### config.mk
export PLATFORM = sky130hd
export DESIGN_NAME = serial_xcvr
export DESIGN_NICKNAME = d
export VERILOG_FILES = /design/src/rtl/xcvr_pkg.sv /design/src/rtl/xcvr_tx.sv /design/src/rtl/xcvr_rx.sv /design/src/rtl/serial_xcvr.sv
export SDC_FILE = /design/constraint.sdc
export NUM_CORES = 1
export LEC_CHECK = 0
export BUFFER_PORTS_ARGS = -buffer_cell sky130_fd_sc_hd__buf_4
export CORE_MARGIN = 3
export CORE_UTILIZATION = 30
export CTS_CLUSTER_DIAMETER = 100
export DETAILED_ROUTE_END_ITERATION = 8
export PLACE_DENSITY_LB_ADDON = 0.05
export SLEW_MARGIN = 20
export SYNTH_ARGS = -nofsm -noshare
export SYNTH_HDL_FRONTEND = slang
export SYNTH_HIERARCHICAL = 1
export SYNTH_SLANG_ARGS = --single-unit
### constraint.sdc
create_clock -name clk_i -period 2.06 [get_ports clk_i]
set_clock_uncertainty 0.05 [all_clocks]
set_input_delay 0.309 -clock clk_i [delete_from_list [all_inputs] [get_ports clk_i]]
set_output_delay 0.309 -clock clk_i [all_outputs]
set_load 0.02 [all_outputs]
### src/rtl/xcvr_pkg.sv
package xcvr_pkg;
  parameter int DATA_W = 8;
  parameter int TICK_W = 8;
  parameter int CNT_W  = 4;

  typedef struct packed {
    logic [1:0] stop;
    logic       even;
    logic       par_en;
    logic [1:0] len;
    logic [1:0] fac;
  } mode_t;

  function automatic logic [TICK_W-1:0] bit_ticks(input logic [1:0] fac);
    case (fac)
      2'b10:   return TICK_W'(16);
      2'b11:   return TICK_W'(64);
      default: return TICK_W'(1);
    endcase
  endfunction

  function automatic logic [TICK_W-1:0] stop_ticks(input mode_t m);
    logic [TICK_W-1:0] f;
    f = bit_ticks(m.fac);
    case (m.stop)
      2'b10:   return f + ((f + TICK_W'(1)) >> 1);
      2'b11:   return f << 1;
      default: return f;
    endcase
  endfunction

  function automatic logic [CNT_W-1:0] n_bits(input logic [1:0] len);
    return CNT_W'(5) + CNT_W'(len);
  endfunction

  function automatic logic [DATA_W-1:0] len_mask(input logic [1:0] len);
    logic [DATA_W:0] t;
    t = ({{DATA_W{1'b0}}, 1'b1} << n_bits(len)) - 1'b1;
    return t[DATA_W-1:0];
  endfunction
endpackage

### src/rtl/xcvr_tx.sv
module xcvr_tx
  import xcvr_pkg::*;
(
  input  logic              clk_i,
  input  logic              rst_ni,
  input  logic              tick_i,
  input  mode_t             mode_i,
  input  logic              en_i,
  input  logic              cts_i,
  input  logic              brk_i,
  input  logic              load_i,
  input  logic [DATA_W-1:0] ldata_i,
  output logic              txd_o,
  output logic              hold_full_o,
  output logic              busy_o
);
  typedef enum logic [2:0] {TX_IDLE, TX_START, TX_DATA, TX_PAR, TX_STOP} tx_st_e;

  tx_st_e             st_q;
  logic [DATA_W-1:0]  hold_q, shf_q;
  logic               hold_full_q, line_q, par_q;
  logic [CNT_W-1:0]   idx_q;
  logic [TICK_W-1:0]  cnt_q;
  logic [TICK_W-1:0]  f_ticks;
  logic               start_ok, hold_par;

  assign f_ticks  = bit_ticks(mode_i.fac);
  assign start_ok = hold_full_q & en_i & cts_i;
  assign hold_par = (^(hold_q & len_mask(mode_i.len))) ^ ~mode_i.even;

  always_ff @(posedge clk_i or negedge rst_ni) begin
    if (!rst_ni) begin
      st_q        <= TX_IDLE;
      hold_q      <= '0;
      shf_q       <= '0;
      hold_full_q <= 1'b0;
      line_q      <= 1'b1;
      par_q       <= 1'b0;
      idx_q       <= '0;
      cnt_q       <= '0;
    end else begin
      if (tick_i) begin
        if (st_q == TX_IDLE) begin
          if (start_ok) begin
            shf_q       <= hold_q;
            par_q       <= hold_par;
            hold_full_q <= 1'b0;
            line_q      <= 1'b0;
            cnt_q       <= f_ticks - TICK_W'(1);
            st_q        <= TX_START;
          end
        end else if (cnt_q != '0) begin
          cnt_q <= cnt_q - TICK_W'(1);
        end else begin
          cnt_q <= f_ticks - TICK_W'(1);
          case (st_q)
            TX_START: begin
              line_q <= shf_q[0];
              shf_q  <= shf_q >> 1;
              idx_q  <= CNT_W'(1);
              st_q   <= TX_DATA;
            end
            TX_DATA: begin
              if (idx_q == n_bits(mode_i.len)) begin
                if (mode_i.par_en) begin
                  line_q <= par_q;
                  st_q   <= TX_PAR;
                end else begin
                  line_q <= 1'b1;
                  cnt_q  <= stop_ticks(mode_i) - TICK_W'(1);
                  st_q   <= TX_STOP;
                end
              end else begin
                line_q <= shf_q[0];
                shf_q  <= shf_q >> 1;
                idx_q  <= idx_q + CNT_W'(1);
              end
            end
            TX_PAR: begin
              line_q <= 1'b1;
              cnt_q  <= stop_ticks(mode_i) - TICK_W'(1);
              st_q   <= TX_STOP;
            end
            TX_STOP: begin
              if (start_ok) begin
                shf_q       <= hold_q;
                par_q       <= hold_par;
                hold_full_q <= 1'b0;
                line_q      <= 1'b0;
                st_q        <= TX_START;
              end else begin
                st_q <= TX_IDLE;
              end
            end
            default: st_q <= TX_IDLE;
          endcase
        end
      end
      if (load_i) begin
        hold_q      <= ldata_i;
        hold_full_q <= 1'b1;
      end
    end
  end

  assign txd_o       = line_q & ~brk_i;
  assign hold_full_o = hold_full_q;
  assign busy_o      = (st_q != TX_IDLE);

  assert_cts_gate_R3: assert property (@(posedge clk_i) disable iff (!rst_ni)
    (st_q == TX_IDLE && !(cts_i && en_i)) |=> (st_q == TX_IDLE));

  assert_start_low_R2: assert property (@(posedge clk_i) disable iff (!rst_ni)
    (busy_o && !$past(busy_o)) |-> !txd_o);

  assert_break_low_R5: assert property (@(posedge clk_i) disable iff (!rst_ni)
    brk_i |-> !txd_o);
endmodule

### src/rtl/xcvr_rx.sv
module xcvr_rx
  import xcvr_pkg::*;
(
  input  logic              clk_i,
  input  logic              rst_ni,
  input  logic              tick_i,
  input  logic [1:0]        fac_i,
  input  logic [1:0]        len_i,
  input  logic              par_en_i,
  input  logic              even_i,
  input  logic              en_i,
  input  logic              rxd_i,
  output logic              done_o,
  output logic [DATA_W-1:0] data_o,
  output logic              perr_o,
  output logic              ferr_o
);
  localparam int IDX_W = $clog2(DATA_W);

  typedef enum logic [2:0] {RX_IDLE, RX_START, RX_DATA, RX_PAR, RX_STOP, RX_WAIT} rx_st_e;

  rx_st_e            st_q;
  logic [1:0]        sync_q;
  logic              rx_s;
  logic [DATA_W-1:0] data_q;
  logic              acc_q, perr_q, ferr_q, done_q;
  logic [CNT_W-1:0]  idx_q;
  logic [TICK_W-1:0] cnt_q, f_ticks, half;

  assign rx_s    = sync_q[1];
  assign f_ticks = bit_ticks(fac_i);
  assign half    = f_ticks >> 1;

  always_ff @(posedge clk_i or negedge rst_ni) begin
    if (!rst_ni) sync_q <= 2'b11;
    else         sync_q <= {sync_q[0], rxd_i};
  end

  always_ff @(posedge clk_i or negedge rst_ni) begin
    if (!rst_ni) begin
      st_q   <= RX_IDLE;
      data_q <= '0;
      acc_q  <= 1'b0;
      perr_q <= 1'b0;
      ferr_q <= 1'b0;
      done_q <= 1'b0;
      idx_q  <= '0;
      cnt_q  <= '0;
    end else begin
      done_q <= 1'b0;
      if (!en_i) begin
        st_q <= RX_IDLE;
      end else if (tick_i) begin
        if (st_q == RX_IDLE) begin
          if (!rx_s) begin
            data_q <= '0;
            acc_q  <= 1'b0;
            idx_q  <= '0;
            perr_q <= 1'b0;
            ferr_q <= 1'b0;
            if (f_ticks == TICK_W'(1)) begin
              cnt_q <= '0;
              st_q  <= RX_DATA;
            end else begin
              cnt_q <= half - TICK_W'(1);
              st_q  <= RX_START;
            end
          end
        end else if (st_q == RX_WAIT) begin
          if (rx_s) st_q <= RX_IDLE;
        end else if (cnt_q != '0) begin
          cnt_q <= cnt_q - TICK_W'(1);
        end else begin
          cnt_q <= f_ticks - TICK_W'(1);
          case (st_q)
            RX_START: st_q <= rx_s ? RX_IDLE : RX_DATA;
            RX_DATA: begin
              data_q[idx_q[IDX_W-1:0]] <= rx_s;
              acc_q <= acc_q ^ rx_s;
              idx_q <= idx_q + CNT_W'(1);
              if (idx_q == n_bits(len_i) - CNT_W'(1))
                st_q <= par_en_i ? RX_PAR : RX_STOP;
            end
            RX_PAR: begin
              perr_q <= (rx_s != (acc_q ^ ~even_i));
              st_q   <= RX_STOP;
            end
            RX_STOP: begin
              done_q <= 1'b1;
              ferr_q <= ~rx_s;
              st_q   <= rx_s ? RX_IDLE : RX_WAIT;
            end
            default: st_q <= RX_IDLE;
          endcase
        end
      end
    end
  end

  assign done_o = done_q;
  assign data_o = data_q;
  assign perr_o = perr_q;
  assign ferr_o = ferr_q;

  assert_rearm_wait_R10: assert property (@(posedge clk_i) disable iff (!rst_ni)
    (done_q && ferr_q) |-> (st_q == RX_WAIT));

  assert_glitch_drop_R7: assert property (@(posedge clk_i) disable iff (!rst_ni)
    (st_q == RX_START && tick_i && cnt_q == '0 && rx_s && en_i) |=> (st_q == RX_IDLE));
endmodule

### src/rtl/serial_xcvr.sv
module serial_xcvr
  import xcvr_pkg::*;
#(
  parameter int ADDR_W = 2
) (
  input  logic              clk_i,
  input  logic              rst_ni,
  input  logic              tick_i,
  input  logic              wr_i,
  input  logic              rd_i,
  input  logic [ADDR_W-1:0] addr_i,
  input  logic [DATA_W-1:0] wdata_i,
  output logic [DATA_W-1:0] rdata_o,
  input  logic              cts_i,
  input  logic              rxd_i,
  output logic              txd_o
);
  localparam logic [ADDR_W-1:0] A_DATA = ADDR_W'(0);
  localparam logic [ADDR_W-1:0] A_CMD  = ADDR_W'(1);
  localparam logic [ADDR_W-1:0] A_MODE = ADDR_W'(2);
  localparam logic [7:0]        MODE_RST = 8'h4E;

  mode_t             mode_q;
  logic              tx_en_q, rx_en_q, brk_q;
  logic [DATA_W-1:0] rx_buf_q;
  logic              rx_rdy_q, perr_q, ferr_q, oerr_q;
  logic              wr_data, wr_cmd, wr_mode, rd_data;
  logic              hold_full, tx_busy;
  logic              rx_done, rx_perr, rx_ferr;
  logic [DATA_W-1:0] rx_data;
  logic [7:0]        status;

  assign wr_data = wr_i && addr_i == A_DATA;
  assign wr_cmd  = wr_i && addr_i == A_CMD;
  assign wr_mode = wr_i && addr_i == A_MODE;
  assign rd_data = rd_i && addr_i == A_DATA;

  xcvr_tx u_tx (
    .clk_i      (clk_i),
    .rst_ni     (rst_ni),
    .tick_i     (tick_i),
    .mode_i     (mode_q),
    .en_i       (tx_en_q),
    .cts_i      (cts_i),
    .brk_i      (brk_q),
    .load_i     (wr_data),
    .ldata_i    (wdata_i),
    .txd_o      (txd_o),
    .hold_full_o(hold_full),
    .busy_o     (tx_busy)
  );

  xcvr_rx u_rx (
    .clk_i   (clk_i),
    .rst_ni  (rst_ni),
    .tick_i  (tick_i),
    .fac_i   (mode_q.fac),
    .len_i   (mode_q.len),
    .par_en_i(mode_q.par_en),
    .even_i  (mode_q.even),
    .en_i    (rx_en_q),
    .rxd_i   (rxd_i),
    .done_o  (rx_done),
    .data_o  (rx_data),
    .perr_o  (rx_perr),
    .ferr_o  (rx_ferr)
  );

  always_ff @(posedge clk_i or negedge rst_ni) begin
    if (!rst_ni) begin
      mode_q   <= mode_t'(MODE_RST);
      tx_en_q  <= 1'b0;
      rx_en_q  <= 1'b0;
      brk_q    <= 1'b0;
      rx_buf_q <= '0;
      rx_rdy_q <= 1'b0;
      perr_q   <= 1'b0;
      ferr_q   <= 1'b0;
      oerr_q   <= 1'b0;
    end else begin
      if (wr_mode) mode_q <= mode_t'(wdata_i[7:0]);
      if (wr_cmd) begin
        tx_en_q <= wdata_i[0];
        rx_en_q <= wdata_i[1];
        brk_q   <= wdata_i[2];
        if (wdata_i[3]) begin
          perr_q <= 1'b0;
          ferr_q <= 1'b0;
          oerr_q <= 1'b0;
        end
      end
      if (rd_data) rx_rdy_q <= 1'b0;
      // new character wins over a same-cycle read or clear
      if (rx_done) begin
        rx_buf_q <= rx_data;
        rx_rdy_q <= 1'b1;
        if (rx_rdy_q && !rd_data) oerr_q <= 1'b1;
        if (rx_perr) perr_q <= 1'b1;
        if (rx_ferr) ferr_q <= 1'b1;
      end
    end
  end

  assign status  = {2'b00, ferr_q, oerr_q, perr_q, ~hold_full & ~tx_busy, rx_rdy_q, ~hold_full};
  assign rdata_o = (addr_i == A_DATA) ? rx_buf_q : status;

  assert_txrdy_drop_R4: assert property (@(posedge clk_i) disable iff (!rst_ni)
    wr_data |=> !status[0]);

  assert_rxrdy_clear_R8: assert property (@(posedge clk_i) disable iff (!rst_ni)
    (rd_data && !rx_done) |=> !rx_rdy_q);

  assert_err_clear_R12: assert property (@(posedge clk_i) disable iff (!rst_ni)
    (wr_cmd && wdata_i[3] && !rx_done) |=> (!perr_q && !ferr_q && !oerr_q));

  assert_overrun_cause_R11: assert property (@(posedge clk_i) disable iff (!rst_ni)
    $rose(oerr_q) |-> $past(rx_rdy_q));
endmodule

Word-level counts from Yosys, hierarchy flattened
Cells that the tools add are included.
{"block": "word_totals", "reg_bits": 86, "in_bits": 17, "out_inout_bits": 9, "wordCells": 255}
{"block": "op_classes", "addsub": 15, "n_lt_le_gt_ge": 2, "n_eq_ne": 33, "shift": 1, "muxes": 123, "bitwise_logic": 15, "n_reduce_logical": 36}
{"cell": "$mux 8", "count": 40}
{"cell": "$mux 1", "count": 50}
{"cell": "$pmux 8 s2", "count": 3}
{"cell": "$mux 3", "count": 14}
{"cell": "$sub 8x1->8 const B", "count": 5}
{"cell": "$mux 4", "count": 6}
{"cell": "$pmux 3 s4", "count": 2}
{"cell": "$pmux 8 s3", "count": 1}
{"cell": "$reduce_and 6->1", "count": 3}
{"cell": "$add 8x1->8 const B", "count": 2}
{"cell": "$add 8x7->8", "count": 2}
{"cell": "$reduce_bool 8->1", "count": 2}
{"cell": "$pmux 7 s2", "count": 1}
{"cell": "$reduce_bool 2->1", "count": 7}
{"cell": "$eq 3x2->1 const B", "count": 4}
{"cell": "$reduce_and 4->1", "count": 3}
{"cell": "$eq 2x2->1 const B", "count": 5}
{"cell": "$reduce_and 5->1", "count": 2}
{"cell": "$eq 3x3->1 const B", "count": 3}
{"cell": "$reduce_and 3->1", "count": 3}
{"cell": "$add 4x1->4 const B", "count": 2}
{"cell": "$and 8x8->8", "count": 1}
{"cell": "$bwmux 8", "count": 1}
{"cell": "$eq 4x4->1", "count": 2}
{"cell": "other kinds (34)", "count": 61}

Longest topological paths before layout
Gate-level depths: netlist of run 1.
{"block": "logic_depth", "depth_word": 23, "mapped_depth": 9, "depth_no_buf": 9}

Hierarchy
Netlist of run 1, hierarchy kept.
{"mod": "xcvr_tx", "instances": 1, "cells_per_inst": 243, "area_each_um2": 2307.2, "seq_area_each_um2": 852.1}
{"mod": "xcvr_rx", "instances": 1, "cells_per_inst": 214, "area_each_um2": 1850.5, "seq_area_each_um2": 728.2}
{"mod": "serial_xcvr", "instances": 1, "cells_per_inst": 64, "area_each_um2": 968.4, "seq_area_each_um2": 580.6}

Least setup slack after synthesis of run 1
OpenSTA, ideal clock, no wires.
{"block": "synth_timing", "path_kind": "register to register", "from": "register u_rx.cnt_q[4]", "to": "register u_rx.cnt_q[6]", "setup_ns": 0.095, "t_arrival_ns": 2.084, "required_time_ns": 1.915, "path_slack_ns": -0.170, "path_stages_with_launch": 10, "n_path_buf": 0, "period_less_slack_ns": 2.230, "path_cell_list": "dfrtp_1 > nor4_4 > nand2_1 > nor2_1 > nor2_1 > ha_1 > nor3b_1 > a211oi_1 > a21oi_1 > o31ai_1"}
{"block": "synth_between", "elab_chain_len": 4, "word_cells_on_any_way": 5, "cone_classes": "add/sub (1); mux (3); reduce/logical (1)"}
{"element": "from (decl)", "line_no": "xcvr_rx.sv:28", "rtl": "logic [TICK_W-1:0] cnt_q, f_ticks, half;"}
{"element": "from (signal assigned)", "line_no": "xcvr_rx.sv:65", "rtl": "cnt_q <= half - TICK_W'(1);"}
{"element": "from (signal assigned)", "line_no": "xcvr_rx.sv:72", "rtl": "cnt_q <= cnt_q - TICK_W'(1);"}
{"element": "from (signal assigned)", "line_no": "xcvr_rx.sv:74", "rtl": "cnt_q <= f_ticks - TICK_W'(1);"}
{"element": "$sub 8x1->8 / $reduce_bool 8->1 (equally long branches)", "line_no": "xcvr_rx.sv:72, xcvr_rx.sv:71"}
{"element": "$mux 8 *", "line_no": "xcvr_rx.sv:71", "rtl": "end else if (cnt_q != '0) begin"}
{"element": "$mux 8 *", "line_no": "xcvr_rx.sv:69", "rtl": "end else if (st_q == RX_WAIT) begin"}
{"element": "$mux 8 *", "line_no": "xcvr_rx.sv:54", "rtl": "if (st_q == RX_IDLE) begin"}
Mark *: on every way between the ends. The rest lies on a longest branch, timed or not. The select of a mux whose other input is x is not followed.
A chain may end at the register's enable or synchronous reset.

Worst setup path in the final report of run 1
{"block": "layout_timing", "from": "register mode_q[2] (netlist name)", "to": "register u_tx.shf_q[3]"}
{"block": "layout_between", "elab_chain_len": 4}
{"element": "from (decl)", "line_no": "serial_xcvr.sv:23", "rtl": "mode_t mode_q;"}
{"element": "from (signal assigned)", "line_no": "serial_xcvr.sv:71", "rtl": "mode_q <= mode_t'(MODE_RST);"}
{"element": "from (signal assigned)", "line_no": "serial_xcvr.sv:81", "rtl": "if (wr_mode) mode_q <= mode_t'(wdata_i[7:0]);"}
{"element": "$add 3x2->4", "line_no": "xcvr_pkg.sv:33", "rtl": "return CNT_W'(5) + CNT_W'(len);"}
{"element": "$eq 4x4->1", "line_no": "xcvr_tx.sv:64", "rtl": "if (idx_q == n_bits(mode_i.len)) begin"}
{"element": "$ne 3x2->1 (no source line)"}
{"element": "$reduce_and 4->1 (no source line)"}
{"element": "to (signal assigned)", "line_no": "xcvr_tx.sv:59", "rtl": "shf_q <= shf_q >> 1;"}
{"element": "to (signal assigned)", "line_no": "xcvr_tx.sv:75", "rtl": "shf_q <= shf_q >> 1;"}
{"element": "to (signal assigned)", "line_no": "xcvr_tx.sv:86", "rtl": "shf_q <= hold_q;"}
{"element": "to (decl)", "line_no": "xcvr_tx.sv:20", "rtl": "logic [DATA_W-1:0] hold_q, shf_q;"}
No other way between the ends.

==> summary.md, run 1 <==
| Metric | Value |
|---|---|
| Status | complete, but fails checks |
| Failing checks | setup timing |
| Max Cap Viol | 0 |
| Die H | 137 um |
| Post-Syn Instances | ~520 |
| Hold crit path type | input pin to flip-flop |
| Design Area, Final | 6520 um2 |
| Post-synth top area share | around 39% |
| Die Span X | 137 um |
| Register area | 2160 um2 |
| Starting DRT DRC Count | around 240 |
| Post-Layout Cell Count | ~840 |
| Crit-path max FO | 5 |
| # IOs | 26 |
| CTS Root Cell | clkbuf_16 |
| Skew-Pair Late Insertion Delay | approximately 340 ps |
| RSZ-0062 raised after global routing | true |
| R2r setup slk | -50 ps |
| Tcrit/Tclk final | 102% |
| Synth top area cells | dfrtp_1 39%, mux2_2 7.2%, dfstp_2 3.6% |
| Via Count | 4246 |
| CP Capture Type | flip-flop |
| Layout cell share with drive strength beyond 1 | approximately a third |
| Core area | ~17000 um2 |
| Area after DPL | between 6000 and 7000 um2 |
| Maximum VDD drop | 0.483 mV |
| Area Growth Syn to Fin | 27.2% |
| Critical Path Source | mode_q[2] |
| Largest net degree at the start of global routing | between 40 and 50 |
| Worst-Margin Slew | 473 ps |
| Final core utilization | a little under 40% |
| Post-synthesis sequential area ratio | 42.2% |
| Max Root-Sink Buffers | 2 |
| Post-synth EDFFs | 0 |
| Final nets | about 640 |
| 1st-pass router iterations | 4 |
| Synth Cell Area | roughly 5000 um2 |
| Port Buf Inserts | 25 |
| Worst EP arrival | approximately 2300 ps |
| Crit path time final | roughly 2100 ps |
| Initial core utilization | approximately 30% |
| RePlAce Congestion | 0.801 |
| Leading area contributor after synthesis | dfrtp_1 |
| Clock sink count | 86 |
| Post-synthesis async set-or-reset flop share | 100% |
| Die Footprint | 18700 um2 |
| Post-Synthesis Mean Instance Area | 9.84 um2 |
| Hpwl dp | 10.7 mm |
| Fill count | between 1500 and 2000 |
| CTS H-tree lvls | 3 |
| Crit Path Category | flip-flop to flip-flop |
| R2R Path End | u_tx/shf_q[3] |
| Core Rows | 47 |
| Power per Cell Area | approximately 970 nW/um2 |
| Placed cell count | 808 |
| CTS Buf Count | 9 |
| WL per Instance | ~17 um |
| Seq cells post-synth | between 80 and 90 |
| Syn. warnings | 6 |
| Multi-input gate area | just under 3000 um2 |
| CTS tree | done |
| Last element of the critical path | u_tx/shf_q[3] |
| Fmax | roughly 470 MHz |
| Max Slew Vio Count | 0 |
| Antenna viol nets, final | 0 |
| Top-count cell post-synth | dfrtp_1 |
| R2R cell count | 8 |
| GRT overflow | 0 |
| FF-to-FF Start | mode_q[2] |
| DR vias/cell | approximately 5 |
| Synth top cells by count | 79 x dfrtp_1, 43 x nor2_1, 37 x nand2_1 |
| Syn Nets | approximately 550 |
| Initial antenna violation count | 0 |
| TNS Setup | -317 ps |
| Slew headroom | between 60% and 70% |
| Setup-failing EPs final | 10 |
| Clk slew on worst S/H paths | approximately 70 ps |
| Crit path required time | approximately 2300 ps |
| ANT cells | 0 |
| Yosys cell types | between 70 and 80 |
| Primary FF master, synth | dfrtp_1 |
| Final WS setup | -45.5 ps |
| Drc violations | 0 |
| Leakage | between 0.002 and 0.003 uW |
| Number of global-route vias before repair | between 4000 and 5000 |
| Hold Violations, Final | 0 |
| Final WL | about 14 mm |
| First-pass GRT wire length | roughly 24 mm |
| Critical Path Source Type | flip-flop |
| Tot GR Track Use | approximately 16% |
-- worst min path at each step --
| stage | startpoint | end | depth (start not counted) |
|---|---|---|---|
| after global placement | rst_ni | rx_buf_q[7] | 1 |
| final | rxd_i | u_rx/sync_q[0] | 1 |
| after CTS | rxd_i | u_rx/sync_q[0] | 1 |
| after detailed placement | rst_ni | rx_buf_q[7] | 1 |
| after global routing | rxd_i | u_rx/sync_q[0] | 1 |
| after floorplan | rst_ni | brk_q | 0 |
-- cell type report --
class	count	area share (%)
Inverter	18	1.04
Timing Repair Buffer	103	12.2
Clock inverter	7	1.23
Tap cell	220	4.22
Sequential cell	86	33.2
Multi-Input combinational cell	393	44.7
Clock buffer	9	3.45
-- state kept, by name, indices dropped and copies added, names as in the netlist, 2 cells and up --
| name | cells |
|---|---|
| u_tx/hold_q | 8 |
| mode_q | 8 |
| u_rx/st_q | 3 |
| u_tx/st_q | 3 |
| u_tx/idx_q | 4 |
| u_rx/cnt_q | 8 |
| u_rx/data_o | 8 |
| u_tx/shf_q | 8 |
| u_tx/cnt_q | 8 |
| rx_buf_q | 8 |
| u_rx/sync_q | 2 |
| u_rx/idx_q | 4 |
-- cell usage in the layout, fill, tap and decap left out, drive strengths merged, types with 4 or more instances in the layout --
cell type / count
buf: 102
dfrtp: 79
o21ai: 46
nor2: 45
nand2: 40
mux2: 34
a21oi: 32
inv: 21
xnor2: 13
nor3: 13
ha: 10
clkbuf: 9
nand3: 9
and3: 9
xor2: 8
nor3b: 8
o31ai: 8
dfstp: 7
o2bb2ai: 7
nor4: 7
and2: 6
nand4: 6
nand2b: 6
a31oi: 6
a21o: 6
or4: 6
nand3b: 5
or3: 5
mux2i: 4
a22o: 4
nor2b: 4
o221ai: 4
a211oi: 4
-- report_power, final --
part / leakage (uW) / internal, uW / switching (uW) / total, uW
clock network: 0.000143 / 955 / 730 / 1690
registers: 0.00109 / 1950 / 274 / 2220
logic: 0.00156 / 1080 / 1320 / 2400
-- through the flow --
step	worst slack (ps)	hold WS (ps)	total power, uW
detailed placement	-106	165	4590
global placement	-64.4	165	4580
CTS	-59.9	4.31	6350
floorplan	-42.4	-36.6	3730
global route	-129	3.32	6740
finish	-45.5	23.3	6300
-- logic make-up after synthesis --
| logic type | count (synthesis) | share of synthesized area, % |
|---|---|---|
| AND/OR/NAND/NOR | 176 | 19.4 |
| AO/OA/AOI/OAI | 147 | 20.8 |
| flip-flops | 86 | 42.2 |
| buffers and inverters | 42 | 3.22 |
| multiplexers | 38 | 8.25 |
| XOR/XNOR | 21 | 3.59 |
| adder cells (fa/ha/maj) | 11 | 2.64 |
-- per-layer routing --
layer  vias up  wire [um]  track usage (%)
met5         -          0                0
met4         0        175             4.03
met3        11        465             3.09
met2        71       6080             23.4
met1      2069       7690             24.8
li1       2095          -                -
-- worst max-delay path: stages (launching register included) --
cell and delay (ps):
dfstp_2 390, ha_2 210, or3b_4 400, a211oi_4 240
buf_6 150, nor2_4 60, o31ai_4 240, buf_4 180
o2bb2ai_1 100
-- what timing repair did --
action | CTS | global route
gates resized for setup | 8 | 14
setup buffers | 2 | 9
hold buffers | 1 | 0
pin swaps | 1 | 14
setup endpoints to repair | 17 | 29
endpoints found under the hold margin | 17 | 0
No activity file was read; power rests on OpenSTA's default activity.
==> run 2, diff against run 1 <==
==> constraint.sdc (replaced) <==
create_clock -name clk_i -period 1.95 [get_ports clk_i]
set_clock_uncertainty 0.05 [all_clocks]
set_input_delay 0.2925 -clock clk_i [delete_from_list [all_inputs] [get_ports clk_i]]
set_output_delay 0.2925 -clock clk_i [all_outputs]
set_load 0.02 [all_outputs]
==> summary.md, run 2 (synthesized netlist as in run 1, its figures left out) <==
| Metric | Value |
|---|---|
| Status | complete, but fails checks |
| Failing checks | setup timing |
| Skew-Pair Late Insertion Delay | 350 ps (about the same) |
| Core area | 16600 um2 (unchanged) |
| Final WL | 15.0 mm (+4.0%) |
| Number of global-route vias before repair | 4367 (+2.7%) |
| Max Slew Vio Count | 0 (unchanged) |
| Crit Path Category | flip-flop to flip-flop |
| P_sw | 2590 uW (+12%) |
| First-pass GRT wire length | 24.3 mm (+3.1%) |
| Initial antenna violation count | 0 (unchanged) |
| Crit path required time | 2120 ps (-160 ps) |
| Critical Path Source Type | flip-flop |
| Clock Power Share | 23.8% (-2.9 points) |
| Fmax | 485 MHz (+2.1%) |
| Die Footprint | 18700 um2 (unchanged) |
| Power per Cell Area | 995 nW/um2 (+2.9%) |
| Reg power frac | 34.3% (-0.9 points) |
| RSZ-0062 raised after global routing | true |
| Clk slew on worst S/H paths | 70 ps (about the same) |
| Clock sink count | 86 (unchanged) |
| Starting DRT DRC Count | 285 (+19%) |
| Design Area, Final | 6920 um2 (+6.1%) |
| Post-Layout Cell Count | 861 (+3.0%) |
| Tot GR Track Use | 16.8% (+0.60 points) |
| Die Span X | 137 um (unchanged) |
| Worst-Margin Slew | 460 ps (-12.9 ps) |
| CP Capture Type | flip-flop |
| # IOs | 26 (unchanged) |
| Commonest non-fill, non-tap cells in the layout | 112 x buf_4, 78 x dfrtp_1, 38 x nor2_1 |
| Hpwl dp | 10.9 mm (+1.9%) |
| RePlAce Congestion | 0.843 (+5.3%) |
| Placed cell count | 827 (+2.4%) |
| Fill count | 1673 (-0.89%) |
| GRT overflow | 0 (unchanged) |
| Crit-path most repeated cell | a211oi_4 |
| Layout cell share with drive strength beyond 1 | 40.7% (+6.6 points) |
| CTS Root Cell | clkbuf_16 |
| Hold Violations, Final | 0 (unchanged) |
| Max Cap Viol | 0 (unchanged) |
| WL per Instance | 17.4 um (+0.98%) |
| Crit-path max FO | 4 (-1) |
| Crit path time final | 2060 ps (-43.8 ps) |
| Area after DPL | 6220 um2 (+2.9%) |
| Antenna viol nets, final | 0 (unchanged) |
| CTS tree | done |
| Cell Chain, Critical Path | inv_2 > ha_4 > xor2_2 > a211oi_4 > buf_6 > buf_4 > nand2_4 > a211oi_4 > o311ai_1 |
| Port Buf Inserts | 25 (unchanged) |
| Area Growth Syn to Fin | 35.0% |
| CTS Buf Count | 9 (unchanged) |
| Largest net degree at the start of global routing | 33 (-33%) |
| Final WS setup | -112 ps (-66.2 ps) |
| CTS H-tree lvls | 3 (unchanged) |
| Most common cell after layout, fill and taps aside | buf_4 |
| ANT cells | 0 (unchanged) |
| 1st-pass router iterations | 5 (+1) |
| Switching Share | 37.6% (+0.81 points) |
| Slowest cell delay on critical path | 580 ps (+180 ps) |
| Setup-failing EPs final | 19 (+9) |
| Worst EP arrival | 2230 ps (-90 ps) |
| Die H | 137 um (unchanged) |
| Drc violations | 0 (unchanged) |
| Tcrit/Tclk final | 106% (+3.5 points) |
| Multi-input gate area | 3110 um2 (+6.7%) |
| Critical Path Slowest Stage Cell | dfstp_2 |
| Pint | 4290 uW (+7.8%) |
| Register area | 2160 um2 (unchanged) |
| Combinational Power Share | 42.0% (+3.9 points) |
| Via Count | 4403 (+3.7%) |
| Maximum VDD drop | 0.469 mV (-3.0%) |
| Max Root-Sink Buffers | 2 (unchanged) |
| R2R cell count | 9 (+1) |
| Initial core utilization | 30.8% (unchanged) |
| Slew headroom | 69.3% (+0.86 points) |
| Core Rows | 47 (unchanged) |
| Hold Path Depth | 2 (+1) |
| Leakage | 0.00296 uW (+6.0%) |
| DR vias/cell | 5.11 (+0.69%) |
| Hold crit path type | input pin to flip-flop |
| Final nets | 663 (+3.9%) |
[run 2: changes by cell type in the layout (fill, tap and decap cells not counted), moves of 3 or more]
cell / previous run / this run
nor2_2: 2 / 5
nor2_1: 42 / 38
buf_6: 2 / 12
o2bb2ai_2: 0 / 7
o2bb2ai_1: 7 / 0
buf_4: 99 / 112
[run 2: metrics by stage]
stage          hold WS (ps)  utilization (%)  worst slack [ps]  setup TNS [ps]  power (uW)
2_1_floorplan         -53.1                -              -152           -1020        3960
3_3_place_gp            210             37.4              -133           -1610        5010
3_5_place_dp            210             37.4              -176           -2250        5000
4_1_cts                 121             40.4              -146           -1870        6770
5_1_grt                 125             41.6              -192           -3180        7340
6_report                134             41.6              -112           -1430        6880
[run 2: what timing repair did]
action / CTS / global route
endpoints found under the hold margin: 26 / 0
hold buffers: 2 / 0
pin swaps: 15 / 15
endpoints found under the setup margin: 27 / 41
buffers inserted: 11 / 6
gates resized for setup: 30 / 35
[run 2: layout make-up]
class / count / area share (%)
Clock buffer: 11 / 3.36
Timing Repair Buffer: 128 / 15.0
Inverter: 18 / 0.976
Multi-Input combinational cell: 393 / 45.0
Tap cell: 220 / 3.98
Clock inverter: 5 / 0.506
Sequential cell: 86 / 31.2
[run 2: path summary, 6_finish.rpt]
| check | from | slack, ps | to |
|---|---|---|---|
| worst max-delay path | mode_q[3] | -110 | u_tx/cnt_q[5] |
| worst min-delay path | wdata_i[5] | 130 | u_tx/hold_q[5] |
| worst max register to register | mode_q[3] | -110 | u_tx/cnt_q[5] |
| worst min register to register | u_rx/sync_q[0] | 310 | u_rx/sync_q[1] |
| max in group asynchronous | rst_ni | 880 | mode_q[3] |
| min in group asynchronous | rst_ni | 370 | rx_buf_q[6] |
[run 2: critical path, delay by kind of cell, from the launching register on]
family	cells	cell delay, ps
AO/OA/AOI/OAI	3	480
XOR/XNOR	1	180
adder cells (fa/ha/maj)	1	240
buffers and inverters	3	340
flip-flops	1	580
AND/OR/NAND/NOR	1	60
[run 2: routing by layer]
metal	vias to the layer above	part of all wire, %	GRT usage (%)
met5	-	0	0
met4	0	1.5	4.98
met3	14	3.7	3.20
met2	80	42	24.0
met1	2161	53	25.7
li1	2148	-	-
[run 2: power by group through the flow]
stage | Combinational, uW | Sequential (uW) | Clock (uW)
2_1_floorplan | 1600 | 2360 | 0
3_3_place_gp | 2630 | 2380 | 0
3_5_place_dp | 2620 | 2380 | 0
4_1_cts | 2730 | 2350 | 1680
6_report | 2890 | 2360 | 1640
5_1_grt | 3180 | 2400 | 1770
